## config.mk

```make
export PLATFORM = sky130hd
export DESIGN_NAME = sd_spi_dual
export DESIGN_NICKNAME = d
export VERILOG_FILES = /design/src/rtl/sd_spi_pkg.sv /design/src/rtl/sd_spi_clkdiv.sv /design/src/rtl/sd_spi_shift.sv /design/src/rtl/sd_cd_filter.sv /design/src/rtl/sd_spi_dual.sv
export SDC_FILE = /design/constraint.sdc
export NUM_CORES = 1
export LEC_CHECK = 0
export CORE_MARGIN = 8
export CORE_UTILIZATION = 50
export CTS_CLUSTER_SIZE = 8
export DETAILED_ROUTE_END_ITERATION = 7
export HOLD_SLACK_MARGIN = 0.06
export PLACE_DENSITY_LB_ADDON = 0.2
export SLEW_MARGIN = 5
export SYNTH_ARGS = -nofsm -noshare
export SYNTH_HDL_FRONTEND = slang
export SYNTH_HIERARCHICAL = 1
export SYNTH_SLANG_ARGS = --single-unit
```

## constraint.sdc

```tcl
create_clock -name clk -period 3.1 [get_ports clk]
set_clock_uncertainty 0.2 [all_clocks]
set_input_delay 0.465 -clock clk [delete_from_list [all_inputs] [get_ports clk]]
set_output_delay 0.465 -clock clk [all_outputs]
set_load 0.05 [all_outputs]
```

## src/rtl/sd_spi_pkg.sv

```systemverilog
package sd_spi_pkg;

    typedef enum logic [1:0] {
        XF_IDLE,
        XF_LEAD,
        XF_TRAIL
    } xfer_state_t;

    typedef struct packed {
        logic fast;
        logic sel_en;
        logic card;
    } spi_ctrl_t;

endpackage

```

## src/rtl/sd_spi_clkdiv.sv

```systemverilog
module sd_spi_clkdiv #(
    parameter int SLOW_HALF = 63,
    parameter int FAST_HALF = 13
) (
    input  logic clk,
    input  logic rst_n,
    input  logic run,
    input  logic fast,
    output logic tick
);
    localparam int MAXH = (SLOW_HALF > FAST_HALF) ? SLOW_HALF : FAST_HALF;
    localparam int CW   = $clog2(MAXH + 1);

    logic [CW-1:0] cnt;
    logic [CW-1:0] limit;

    always_comb begin
        limit = fast ? CW'(FAST_HALF - 1) : CW'(SLOW_HALF - 1);
        tick  = run && (cnt == limit);
    end

    always_ff @(posedge clk or negedge rst_n) begin
        if (!rst_n)
            cnt <= '0;
        else if (!run || tick)
            cnt <= '0;
        else
            cnt <= cnt + 1'b1;
    end
endmodule

```

## src/rtl/sd_spi_shift.sv

```systemverilog
module sd_spi_shift
    import sd_spi_pkg::*;
(
    input  logic       clk,
    input  logic       rst_n,
    input  logic       start,
    input  logic [7:0] tx_byte,
    input  logic       tick,
    input  logic       miso,
    output logic       sck,
    output logic       mosi,
    output logic       busy,
    output logic [7:0] rx_byte
);
    xfer_state_t state, state_nx;
    logic [7:0]  tx_sr;
    logic [7:0]  rx_sr;
    logic [2:0]  bit_cnt;
    logic        sck_q;

    // state register
    always_ff @(posedge clk or negedge rst_n) begin
        if (!rst_n)
            state <= XF_IDLE;
        else
            state <= state_nx;
    end

    // transitions
    always_comb begin
        state_nx = state;
        unique case (state)
            XF_IDLE:  if (start) state_nx = XF_LEAD;
            XF_LEAD:  if (tick)  state_nx = XF_TRAIL;
            XF_TRAIL: if (tick)  state_nx = (bit_cnt == 3'd7) ? XF_IDLE : XF_LEAD;
            default:  state_nx = XF_IDLE;
        endcase
    end

    // outputs and datapath
    always_ff @(posedge clk or negedge rst_n) begin
        if (!rst_n) begin
            tx_sr   <= 8'hFF;
            rx_sr   <= 8'h00;
            bit_cnt <= 3'd0;
            sck_q   <= 1'b0;
        end else begin
            unique case (state)
                XF_IDLE: begin
                    sck_q <= 1'b0;
                    if (start) begin
                        tx_sr   <= tx_byte;
                        bit_cnt <= 3'd0;
                    end
                end
                XF_LEAD: begin
                    if (tick) begin
                        sck_q <= 1'b1;
                        rx_sr <= {rx_sr[6:0], miso};
                    end
                end
                XF_TRAIL: begin
                    if (tick) begin
                        sck_q   <= 1'b0;
                        tx_sr   <= {tx_sr[6:0], 1'b1};
                        bit_cnt <= bit_cnt + 3'd1;
                    end
                end
                default: sck_q <= 1'b0;
            endcase
        end
    end

    assign sck     = sck_q;
    assign mosi    = tx_sr[7];
    assign busy    = (state != XF_IDLE);
    assign rx_byte = rx_sr;
endmodule

```

## src/rtl/sd_cd_filter.sv

```systemverilog
module sd_cd_filter #(
    parameter int DEBOUNCE_CYCLES = 250000
) (
    input  logic clk,
    input  logic rst_n,
    input  logic cd_n,
    output logic present
);
    localparam int DW = $clog2(DEBOUNCE_CYCLES + 1);

    logic [1:0]    sync_q;
    logic [DW-1:0] cnt;
    logic          raw;

    assign raw = ~sync_q[1];

    always_ff @(posedge clk or negedge rst_n) begin
        if (!rst_n) begin
            sync_q  <= 2'b11;
            cnt     <= '0;
            present <= 1'b0;
        end else begin
            sync_q <= {sync_q[0], cd_n};
            if (raw == present)
                cnt <= '0;
            else if (cnt == DW'(DEBOUNCE_CYCLES - 1)) begin
                present <= raw;
                cnt     <= '0;
            end else
                cnt <= cnt + 1'b1;
        end
    end
endmodule

```

## src/rtl/sd_spi_dual.sv

```systemverilog
module sd_spi_dual
    import sd_spi_pkg::*;
#(
    parameter int SLOW_HALF       = 63,
    parameter int FAST_HALF       = 13,
    parameter int DEBOUNCE_CYCLES = 250000,
    parameter int NUM_CARDS       = 2
) (
    input  logic       clk,
    input  logic       rst_n,
    input  logic       wr_en,
    input  logic       addr,
    input  logic [7:0] wr_data,
    output logic [7:0] rd_data,
    output logic       sck,
    output logic       mosi,
    input  logic       miso,
    output logic [1:0] cs_n,
    input  logic [1:0] cd_n
);
    spi_ctrl_t      ctrl_req, ctrl_act;
    logic           busy, tick, start;
    logic [7:0]     rx_byte;
    logic [NUM_CARDS-1:0] present;

    assign start = wr_en && !addr && !busy;

    always_ff @(posedge clk or negedge rst_n) begin
        if (!rst_n) begin
            ctrl_req <= '0;
            ctrl_act <= '0;
        end else begin
            if (wr_en && addr)
                ctrl_req <= spi_ctrl_t'(wr_data[2:0]);
            if (!busy)
                ctrl_act <= ctrl_req;
        end
    end

    sd_spi_clkdiv #(
        .SLOW_HALF(SLOW_HALF),
        .FAST_HALF(FAST_HALF)
    ) u_div (
        .clk  (clk),
        .rst_n(rst_n),
        .run  (busy),
        .fast (ctrl_act.fast),
        .tick (tick)
    );

    sd_spi_shift u_shift (
        .clk    (clk),
        .rst_n  (rst_n),
        .start  (start),
        .tx_byte(wr_data),
        .tick   (tick),
        .miso   (miso),
        .sck    (sck),
        .mosi   (mosi),
        .busy   (busy),
        .rx_byte(rx_byte)
    );

    for (genvar i = 0; i < NUM_CARDS; i++) begin : g_card
        sd_cd_filter #(
            .DEBOUNCE_CYCLES(DEBOUNCE_CYCLES)
        ) u_cd (
            .clk    (clk),
            .rst_n  (rst_n),
            .cd_n   (cd_n[i]),
            .present(present[i])
        );
        assign cs_n[i] = !(ctrl_act.sel_en && (ctrl_act.card == 1'(i)));
    end

    always_comb begin
        if (addr)
            rd_data = {2'b00, ctrl_act.card, ctrl_act.sel_en, ctrl_act.fast,
                       present[1], present[0], busy};
        else
            rd_data = rx_byte;
    end
endmodule

```

After elaboration in Yosys (flattened, before gate mapping)
Cells that the tools add are included.
{"block": "word_totals", "reg_bits": 76, "inputBits": 15, "output_inout_bits": 12, "wordCells": 79}
{"block": "op_classes", "n_addsub": 4, "n_eq_ne": 11, "n_mux": 21, "n_bitwise": 5, "n_reduce_logical": 20}
{"op": "$mux 18", "count": 4}
{"op": "$add 18x1->18 const B", "count": 2}
{"op": "$eq 18x18->1 const B", "count": 2}
{"op": "$mux 8", "count": 3}
{"op": "$pmux 8 s2", "count": 1}
{"op": "$mux 6", "count": 2}
{"op": "$reduce_and 2->1", "count": 4}
{"op": "$add 6x1->6 const B", "count": 1}
{"op": "$eq 6x6->1", "count": 1}
{"op": "$logic_and 1x1->1", "count": 6}
{"op": "$mux 2", "count": 3}
{"op": "$mux 3", "count": 2}
{"op": "$ne 2x2->1 const B", "count": 3}
{"op": "$pmux 2 s3", "count": 1}
{"op": "$pmux 3 s2", "count": 1}
{"op": "$reduce_and 3->1", "count": 2}
{"op": "$not 1->1", "count": 5}
{"op": "$logic_not 1->1", "count": 4}
{"op": "$reduce_bool 2->1", "count": 2}
{"op": "$add 3x1->3 const B", "count": 1}
{"op": "$eq 3x3->1 const B", "count": 1}
{"op": "$mux 1", "count": 3}
{"op": "$eq 1x1->1", "count": 2}
{"op": "$eq 2x1->1 const B", "count": 1}
{"op": "4 further kinds", "count": 4}

Longest topological paths before layout
Gate-level depths: netlist (run 1).
{"block": "depth", "ltp_word": 5, "mapped_depth": 9, "depth_no_buf": 6}

By module
The synthesis (run 1) kept the hierarchy.
{"mod": "sd_spi_shift", "n_inst": 1, "cells_each": 73, "area_each_um2": 1092.3, "seq_area_each_um2": 560.5}
{"mod": "sd_cd_filter (g_card[1].u_cd)", "n_inst": 1, "cells_each": 100, "area_each_um2": 1034.7, "seq_area_each_um2": 528.0}
{"mod": "sd_cd_filter (g_card[0].u_cd)", "n_inst": 1, "cells_each": 97, "area_each_um2": 1008.5, "seq_area_each_um2": 528.0}
{"mod": "sd_spi_dual", "n_inst": 1, "cells_each": 25, "area_each_um2": 354.1, "seq_area_each_um2": 150.1}
{"mod": "sd_spi_clkdiv", "n_inst": 1, "cells_each": 36, "area_each_um2": 349.1, "seq_area_each_um2": 150.1}

Worst setup path before layout (run 1)
Ideal clock, no wire load.
{"block": "synth_path", "path_kind": "register to register", "from": "register u_div.cnt[4]", "to": "register u_shift.bit_cnt[0]", "setup_time_ps": 125, "arrival_ps": 2320, "t_required_ps": 2775, "setup_slack_ps": 455, "stages_incl_launch_ff": 7, "path_buffers": 0, "synth_period_minus_slack_ps": 2645, "cell_sequence": "dfrtp_1 > or4b_1 > and2_4 > nor3_1 > mux2i_2 > nor2_8 > mux2_4"}
{"block": "synth_via", "elab_chain_len": 4}
{"element": "start, declared", "line_no": "sd_spi_clkdiv.sv:14", "source": "logic [CW-1:0] cnt;"}
{"element": "start signal, assigned", "line_no": "sd_spi_clkdiv.sv:28", "source": "cnt <= cnt + 1'b1;"}
{"element": "$eq 6x6->1", "line_no": "sd_spi_clkdiv.sv:19", "source": "tick = run && (cnt == limit);"}
{"element": "$logic_and 1x1->1", "line_no": "sd_spi_clkdiv.sv:19"}
{"element": "net tick", "line_no": "sd_spi_dual.sv:22", "source": "logic busy, tick, start;"}
{"element": "$ne 2x2->1 (no source line)"}
{"element": "$reduce_and 3->1 (no source line)"}
{"element": "end signal, assigned", "line_no": "sd_spi_shift.sv:66", "source": "bit_cnt <= bit_cnt + 3'd1;"}
{"element": "end, declared", "line_no": "sd_spi_shift.sv:18", "source": "logic [2:0] bit_cnt;"}
The timed path passes the listed nets, and every way through them passes these cells.
A chain may end at the register's enable or synchronous reset.

Worst setup path in the final report (run 1)
{"block": "layout_path", "from": "register u_div.cnt[1]", "to": "register u_shift.rx_sr[3] (netlist: u_shift/rx_byte[3])"}
{"block": "layout_via", "elab_chain_len": 3}
{"element": "$eq 6x6->1", "line_no": "sd_spi_clkdiv.sv:19"}
{"element": "$logic_and 1x1->1", "line_no": "sd_spi_clkdiv.sv:19"}
{"element": "net tick", "line_no": "sd_spi_dual.sv:22"}
{"element": "$reduce_and 2->1 (no source line)"}
{"element": "end signal, assigned", "line_no": "sd_spi_shift.sv:59", "source": "rx_sr <= {rx_sr[6:0], miso};"}
{"element": "end, declared", "line_no": "sd_spi_shift.sv:17", "source": "logic [7:0] rx_sr;"}
The timed path passes the listed nets, and every way through them passes these cells.

==> results.sh, run 1 <==
export IMPL_status="finished clean"
export IMPL_initial_core_util_pct=50.7
export IMPL_fmax_mhz=372
export IMPL_rows=32
export IMPL_clock_path_buffers=2
export IMPL_synth_edf_count=0
export IMPL_critPathKind="reg -> reg"
export IMPL_grt_start_max_net_pins=77
export IMPL_drc=0
export IMPL_area_growth_pct=14.3
export IMPL_leakage_uw=0.00190
export IMPL_cts_setup_buffers=0
export IMPL_required_ns=3.13
export IMPL_dr_total_vias=2450
export IMPL_synth_xor_area_share_pct=7.30
export IMPL_drt_total_wl_um=7030
export IMPL_drive_gt1_share_pct=24.1
export IMPL_final_max_slew_viol_count=0
export IMPL_whs_ns=0.0611
export IMPL_worstPathMaxFanout=9
export IMPL_die_w_um=104
export IMPL_dr_pass1_iters=4
export IMPL_clock_latency_ns=0.34
export IMPL_powerDensity_nw_per_um2=446
export IMPL_antenna_found_initial=0
export IMPL_num_nets_final=384
export IMPL_avgSynthCellArea_um2=11.6
export IMPL_synthCells=331
export IMPL_max_cap_violations=0
export IMPL_setup_viol=0
export IMPL_cts_resized=0
export IMPL_final_min_clock_period_ns=2.69
export IMPL_grt_pass1_vias=2515
export IMPL_coreArea_um2=7570
export IMPL_synthTopCellsByCount="dfrtp_1 (64), nor2_1 (37), nand2_1 (21), xnor2_1 (20), mux2_4 (19)"
export IMPL_drt_initial_drc_count=85
export IMPL_min_period_over_period_pct=86.6
export IMPL_maxSlewHeadroom_pct=37.0
export IMPL_syn_nets=351
export IMPL_cpMaxStageDelayCell="or4b_1"
export IMPL_overflow=0
export IMPL_num_antenna_cells=0
export IMPL_hold_viol=0
export IMPL_yosys_area_top_type="dfrtp_1"
export IMPL_max_stage_delay_ns=0.54
export IMPL_avgViaCountPerCell=5.20
export IMPL_fp_dieArea_um2=10700
export IMPL_hpwl_um=4840
export IMPL_worstPathArrival_ns=2.71
export IMPL_io_pins=27
export IMPL_tns_ns=0
export IMPL_synth_top_area_share_pct=41.7
export IMPL_synth_compound_area_share_pct=5.70
export IMPL_ctsHtreeMaxLevel=3
export IMPL_wl_per_cell_um=14.9
export IMPL_portBuffers=26
export IMPL_reg2reg_slack_ns=0.41
export IMPL_cts_root_buf="clkbuf_8"
export IMPL_rsz0062_at_grt="no"
export IMPL_async_flop_share_pct=100
export IMPL_yosys_cell_types_count=57
export IMPL_yosysMostFrequentCell="dfrtp_1"
export IMPL_hold_buffers=0
export IMPL_cp_start_kind="flop"
export IMPL_gp_congestion=0.888
export IMPL_worstPathCellList="or4b_1 > and2_4 > nor3_1 > buf_4 > nand2_1 > or2_1 > mux2_4"
export IMPL_grt_pass1_wl_um=12300
export IMPL_synth_ff_type="dfrtp_1"
export IMPL_muxShareOfSynthArea_pct=12.7
export IMPL_synth_seq_cells=76
export IMPL_ir_worst_vdd_v=0.000389
export IMPL_grt_usage_pct=13.9
export IMPL_synth_simple_area_share_pct=20.2
export IMPL_synthAdderAreaFrac_pct=1.63
export IMPL_cts_tree="built"
export IMPL_syn_cell_area_um2=3840
export IMPL_clk_pin_slew_worst_paths_ns=0.08
export IMPL_cts_buffers=9
export IMPL_critPathCaptureType="flop"
export IMPL_yosysSeqAreaShare_pct=49.9
export IMPL_worst_pin_slew_ns=0.945
export IMPL_die_h_um=104
export IMPL_yosys_top_cells_area="dfrtp_1 (42%), dfstp_2 (8.2%), mux2_4 (7.4%)"
export IMPL_hold_path_class="in -> async"
export IMPL_ant_nets=0
export IMPL_synth_top_family_by_area="simple AND/OR/NAND/NOR gates"
export IMPL_yosysWarningCount=6
export IMPL_cts_sinks=76
## final timing paths
| check | startpoint | depth (start not counted) | end |
|---|---|---|---|
| max | u_div/cnt[1]$_DFF_PN0_ | 7 | u_shift/rx_byte[3]$_DFFE_PN0P_ |
| min | rst_n | 1 | g_card[1].u_cd/cnt[14]$_DFF_PN0_ |
| max reg2reg | u_div/cnt[1]$_DFF_PN0_ | 7 | u_shift/rx_byte[3]$_DFFE_PN0P_ |
| min reg2reg | g_card[1].u_cd/sync_q[0]$_DFF_PN1_ | 0 | g_card[1].u_cd/sync_q[1]$_DFF_PN1_ |
| max in group asynchronous | rst_n | 1 | u_div/cnt[5]$_DFF_PN0_ |
| min in group clk | g_card[1].u_cd/sync_q[0]$_DFF_PN1_ | 0 | g_card[1].u_cd/sync_q[1]$_DFF_PN1_ |
## layout by cell type (no fill, tap or decap), types with 6 or more instances in the layout
master	netlist	layout
nor4_1	11	11
nand2_1	21	21
mux2_2	13	13
clkdlybuf4s50_1	0	17
nand3_1	14	14
xnor2_1	20	20
inv_1	6	6
dfrtp_1	64	64
clkbuf_8	0	10
nand4_1	12	12
buf_4	0	14
xor2_1	12	12
mux2_4	19	19
dfstp_2	12	12
nor2_1	37	37
o21ai_0	7	7
## report_power, final
group,internal (uW),switching (uW),total (uW)
Combinational,47.5,50.9,98.4
Clock,475,350,825
Sequential,1020,15.1,1030
## registers in the layout, indices dropped and copies added (netlist names)
signal	count
g_card.u_cd/cnt	36
u_shift/rx_byte	8
u_shift/tx_sr	8
u_div/cnt	6
g_card.u_cd/sync_q	4
ctrl_act	3
ctrl_req	3
u_shift/bit_cnt	3
g_card.u_cd/present	2
u_shift/state	2
u_shift/sck	1
## metal layers
| layer | vias up | track usage (%) | wire length, um |
|---|---|---|---|
| li1 | 1253 | - | - |
| met1 | 1165 | 18.8 | 3590 |
| met2 | 24 | 20.5 | 3160 |
| met3 | 8 | 4.21 | 188 |
| met4 | 0 | 4.72 | 90 |
| met5 | - | 0 | 0 |
## stage by stage
| step | power, uW | worst slack [ns] | instance area (um^2) | util, % | std cells |
|---|---|---|---|---|---|
| after floorplan | 1100 | 0.455 | 3840 | - | 331 |
| after global placement | 1150 | 0.448 | 4170 | 55.1 | 455 |
| after detailed placement | 1150 | 0.439 | 4170 | 55.1 | 455 |
| after CTS | 1990 | 0.423 | 4390 | 58.0 | 471 |
| after global routing | 2040 | 0.318 | 4390 | 58.0 | 471 |
| final | 1950 | 0.414 | 4390 | 58.0 | 471 |
## critical path: cells and delay by family, from the launching register on
family	cells	cell delay, ns
buffers and inverters	1	0.17
flip-flops	1	0.43
multiplexers	1	0.37
AND/OR/NAND/NOR	5	1.40
## layout make-up
cell class,instances,area [um^2]
Inverter,6,22.5
Clock inverter,4,72.6
Fill cell,640,3180
Sequential cell,76,1920
Timing Repair Buffer,31,275
Multi-Input combinational cell,240,1830
Clock buffer,12,145
Tap cell,102,128
## logic make-up after synthesis
family,Yosys count
xor gates and xnor gates,32
DFF,76
and+or+nand+nor,136
AOI/OAI and AO/OA,30
muxes,37
adders and majority gates,5
buffers and inverters,15
No activity file was read; power rests on OpenSTA's default activity.
==> inputs of run 2 (changes only) <==
--- a/config.mk
+++ b/config.mk
@@ -11,6 +11,7 @@
 export DETAILED_ROUTE_END_ITERATION = 7
 export HOLD_SLACK_MARGIN = 0.06
 export PLACE_DENSITY_LB_ADDON = 0.2
+export SETUP_SLACK_MARGIN = 0.2
 export SLEW_MARGIN = 5
 export SYNTH_ARGS = -nofsm -noshare
 export SYNTH_HDL_FRONTEND = slang
==> results of run 2 <==
The final DEF is identical to that of run 1; final timing and power are the same.
==> inputs of run 3 (changes only) <==
--- a/config.mk
+++ b/config.mk
@@ -11,6 +11,7 @@
 export DETAILED_ROUTE_END_ITERATION = 7
 export HOLD_SLACK_MARGIN = 0.06
 export PLACE_DENSITY_LB_ADDON = 0.2
+export REMOVE_ABC_BUFFERS = 1
 export SETUP_SLACK_MARGIN = 0.2
 export SLEW_MARGIN = 5
 export SYNTH_ARGS = -nofsm -noshare
==> results.sh, run 3 (synthesis results as in run 1) <==
export IMPL_powerDensity_nw_per_um2=455
export IMPL_hpwl_um=4780
export IMPL_min_period_over_period_pct=86.8
export IMPL_max_cap_violations=0
export IMPL_portBuffers=26
export IMPL_io_pins=27
export IMPL_drc=0
export IMPL_critPathCaptureType="flop"
export IMPL_coreArea_um2=7570
export IMPL_cts_buffers=9
export IMPL_ir_worst_vdd_v=0.000430
export IMPL_power_switching_uw=452
export IMPL_worstPathArrival_ns=2.73
export IMPL_avgViaCountPerCell=5.47
export IMPL_ff2ff_path_depth=7
export IMPL_final_core_util_pct=58.0
export IMPL_fp_dieArea_um2=10700
export IMPL_drive_gt1_share_pct=24.3
export IMPL_top_register="g_card.u_cd/cnt"
export IMPL_cts_setup_buffers=0
export IMPL_antenna_found_initial=0
export IMPL_grt_pass1_wl_um=12800
export IMPL_maxSlewHeadroom_pct=38.2
export IMPL_wl_per_cell_um=15.4
export IMPL_worstPathMaxFanout=9
export IMPL_die_w_um=104
export IMPL_hold_path_class="in -> async"
export IMPL_die_h_um=104
export IMPL_p_comb_share_pct=4.9
export IMPL_dr_pass1_iters=4
export IMPL_initial_core_util_pct=50.7
export IMPL_instances_no_fill=469
export IMPL_power_internal_uw=1550
export IMPL_cts_resized=0
export IMPL_hold_buffers=0
export IMPL_worst_pin_slew_ns=0.926
export IMPL_power_frac_seq_pct=51.6
export IMPL_area_growth_pct=14.2
export IMPL_hold_viol=0
export IMPL_total_power_uw=2000
export IMPL_required_ns=3.14
export IMPL_num_antenna_cells=0
export IMPL_clock_path_buffers=2
export IMPL_tns_ns=0
export IMPL_clk_pin_slew_worst_paths_ns=0.09
export IMPL_final_common_cell="dfrtp_1"
export IMPL_dr_total_vias=2567
export IMPL_max_stage_delay_ns=0.54
export IMPL_clock_latency_ns=0.35
export IMPL_netSwitchingFraction_pct=22.6
export IMPL_setup_viol=0
export IMPL_worstPathCellList="or4b_1 > and2_4 > nor3_1 > buf_4 > nand2_1 > or2_1 > mux2_4"
export IMPL_drt_initial_drc_count=86
export IMPL_drt_total_wl_um=7210
export IMPL_rows=32
export IMPL_cp_start_kind="flop"
export IMPL_status="finished clean"
export IMPL_leakage_uw=0.00189
export IMPL_cpMaxStageDelayCell="or4b_1"
export IMPL_fmax_mhz=371
export IMPL_critPathKind="reg -> reg"
export IMPL_place_inst=453
export IMPL_cts_root_buf="clkbuf_8"
export IMPL_cts_tree="built"
export IMPL_num_nets_final=382
export IMPL_final_cell_mix="dfrtp_1 (64), nor2_1 (37), nand2_1 (21)"
export IMPL_grt_pass1_vias=2586
export IMPL_rsz0062_at_grt="no"
export IMPL_grt_usage_pct=14.4
export IMPL_cts_sinks=76
export IMPL_gp_congestion=0.739
export IMPL_grt_start_max_net_pins=77
export IMPL_largest_reg_flops=36
export IMPL_final_min_clock_period_ns=2.69
export IMPL_overflow=0
export IMPL_clockPowerShare_pct=43.5
export IMPL_ant_nets=0
export IMPL_ctsHtreeMaxLevel=3
export IMPL_final_max_slew_viol_count=0
-- run 3: cell types whose count changed in the layout (fill, tap and decap cells not counted), sizes merged --
cell	previous run	this run
clkbuf	12	10
buf	14	12
inv	6	8
-- run 3: cell type report --
| type | instances | area (um^2) |
|---|---|---|
| inverter | 6 | 22.5 |
| multi-input combinational | 240 | 1830 |
| timing repair buffer | 29 | 260 |
| tap | 102 | 128 |
| clock inverter | 6 | 93.8 |
| sequential | 76 | 1920 |
| fill | 654 | 3180 |
| clock buffer | 10 | 138 |
-- run 3: stage by stage --
stage	instance area [um^2]	hold slack, ns	setup slack, ns
floorplan	3770	-0.0306	0.409
global placement	4150	0.147	0.460
detailed placement	4150	0.148	0.441
CTS	4390	0.0792	0.418
global route	4390	0.115	0.299
finish	4390	0.0424	0.408
-- run 3: final timing paths --
check,end,slack (ns),from
setup / recovery,u_shift/rx_byte[7]$_DFFE_PN0P_,0.41,u_div/cnt[1]$_DFF_PN0_
hold / removal,g_card[1].u_cd/cnt[14]$_DFF_PN0_,0.04,rst_n
setup reg to reg,u_shift/rx_byte[7]$_DFFE_PN0P_,0.41,u_div/cnt[1]$_DFF_PN0_
hold reg to reg,g_card[1].u_cd/sync_q[1]$_DFF_PN1_,0.15,g_card[1].u_cd/sync_q[0]$_DFF_PN1_
max in group asynchronous,g_card[0].u_cd/cnt[3]$_DFF_PN0_,2.05,rst_n
min in group clk,g_card[1].u_cd/sync_q[1]$_DFF_PN1_,0.15,g_card[1].u_cd/sync_q[0]$_DFF_PN1_
-- run 3: layer usage --
| metal | track usage (%) | part of all wire (%) |
|---|---|---|
| met3 | 4.03 | 3.6 |
| met2 | 21.3 | 46 |
| met5 | 0 | 0 |
| met4 | 6.09 | 1.1 |
| met1 | 19.3 | 49 |
-- run 3: power groups by stage --
stage | Sequential (uW) | Combinational [uW] | Clock [uW]
final | 1030 | 97.2 | 869
after global routing | 1040 | 110 | 944
after CTS | 1030 | 100 | 901
after detailed placement | 1050 | 99.7 | 0
after global placement | 1050 | 98.8 | 0
after floorplan | 1050 | 45.8 | 0
-- run 3: worst max-delay path: cells and delay by family (launching register included) --
kind	cells	cell delay [ns]
multiplexers	1	0.37
buffers and inverters	1	0.17
flip-flops	1	0.44
AND/OR/NAND/NOR	5	1.40
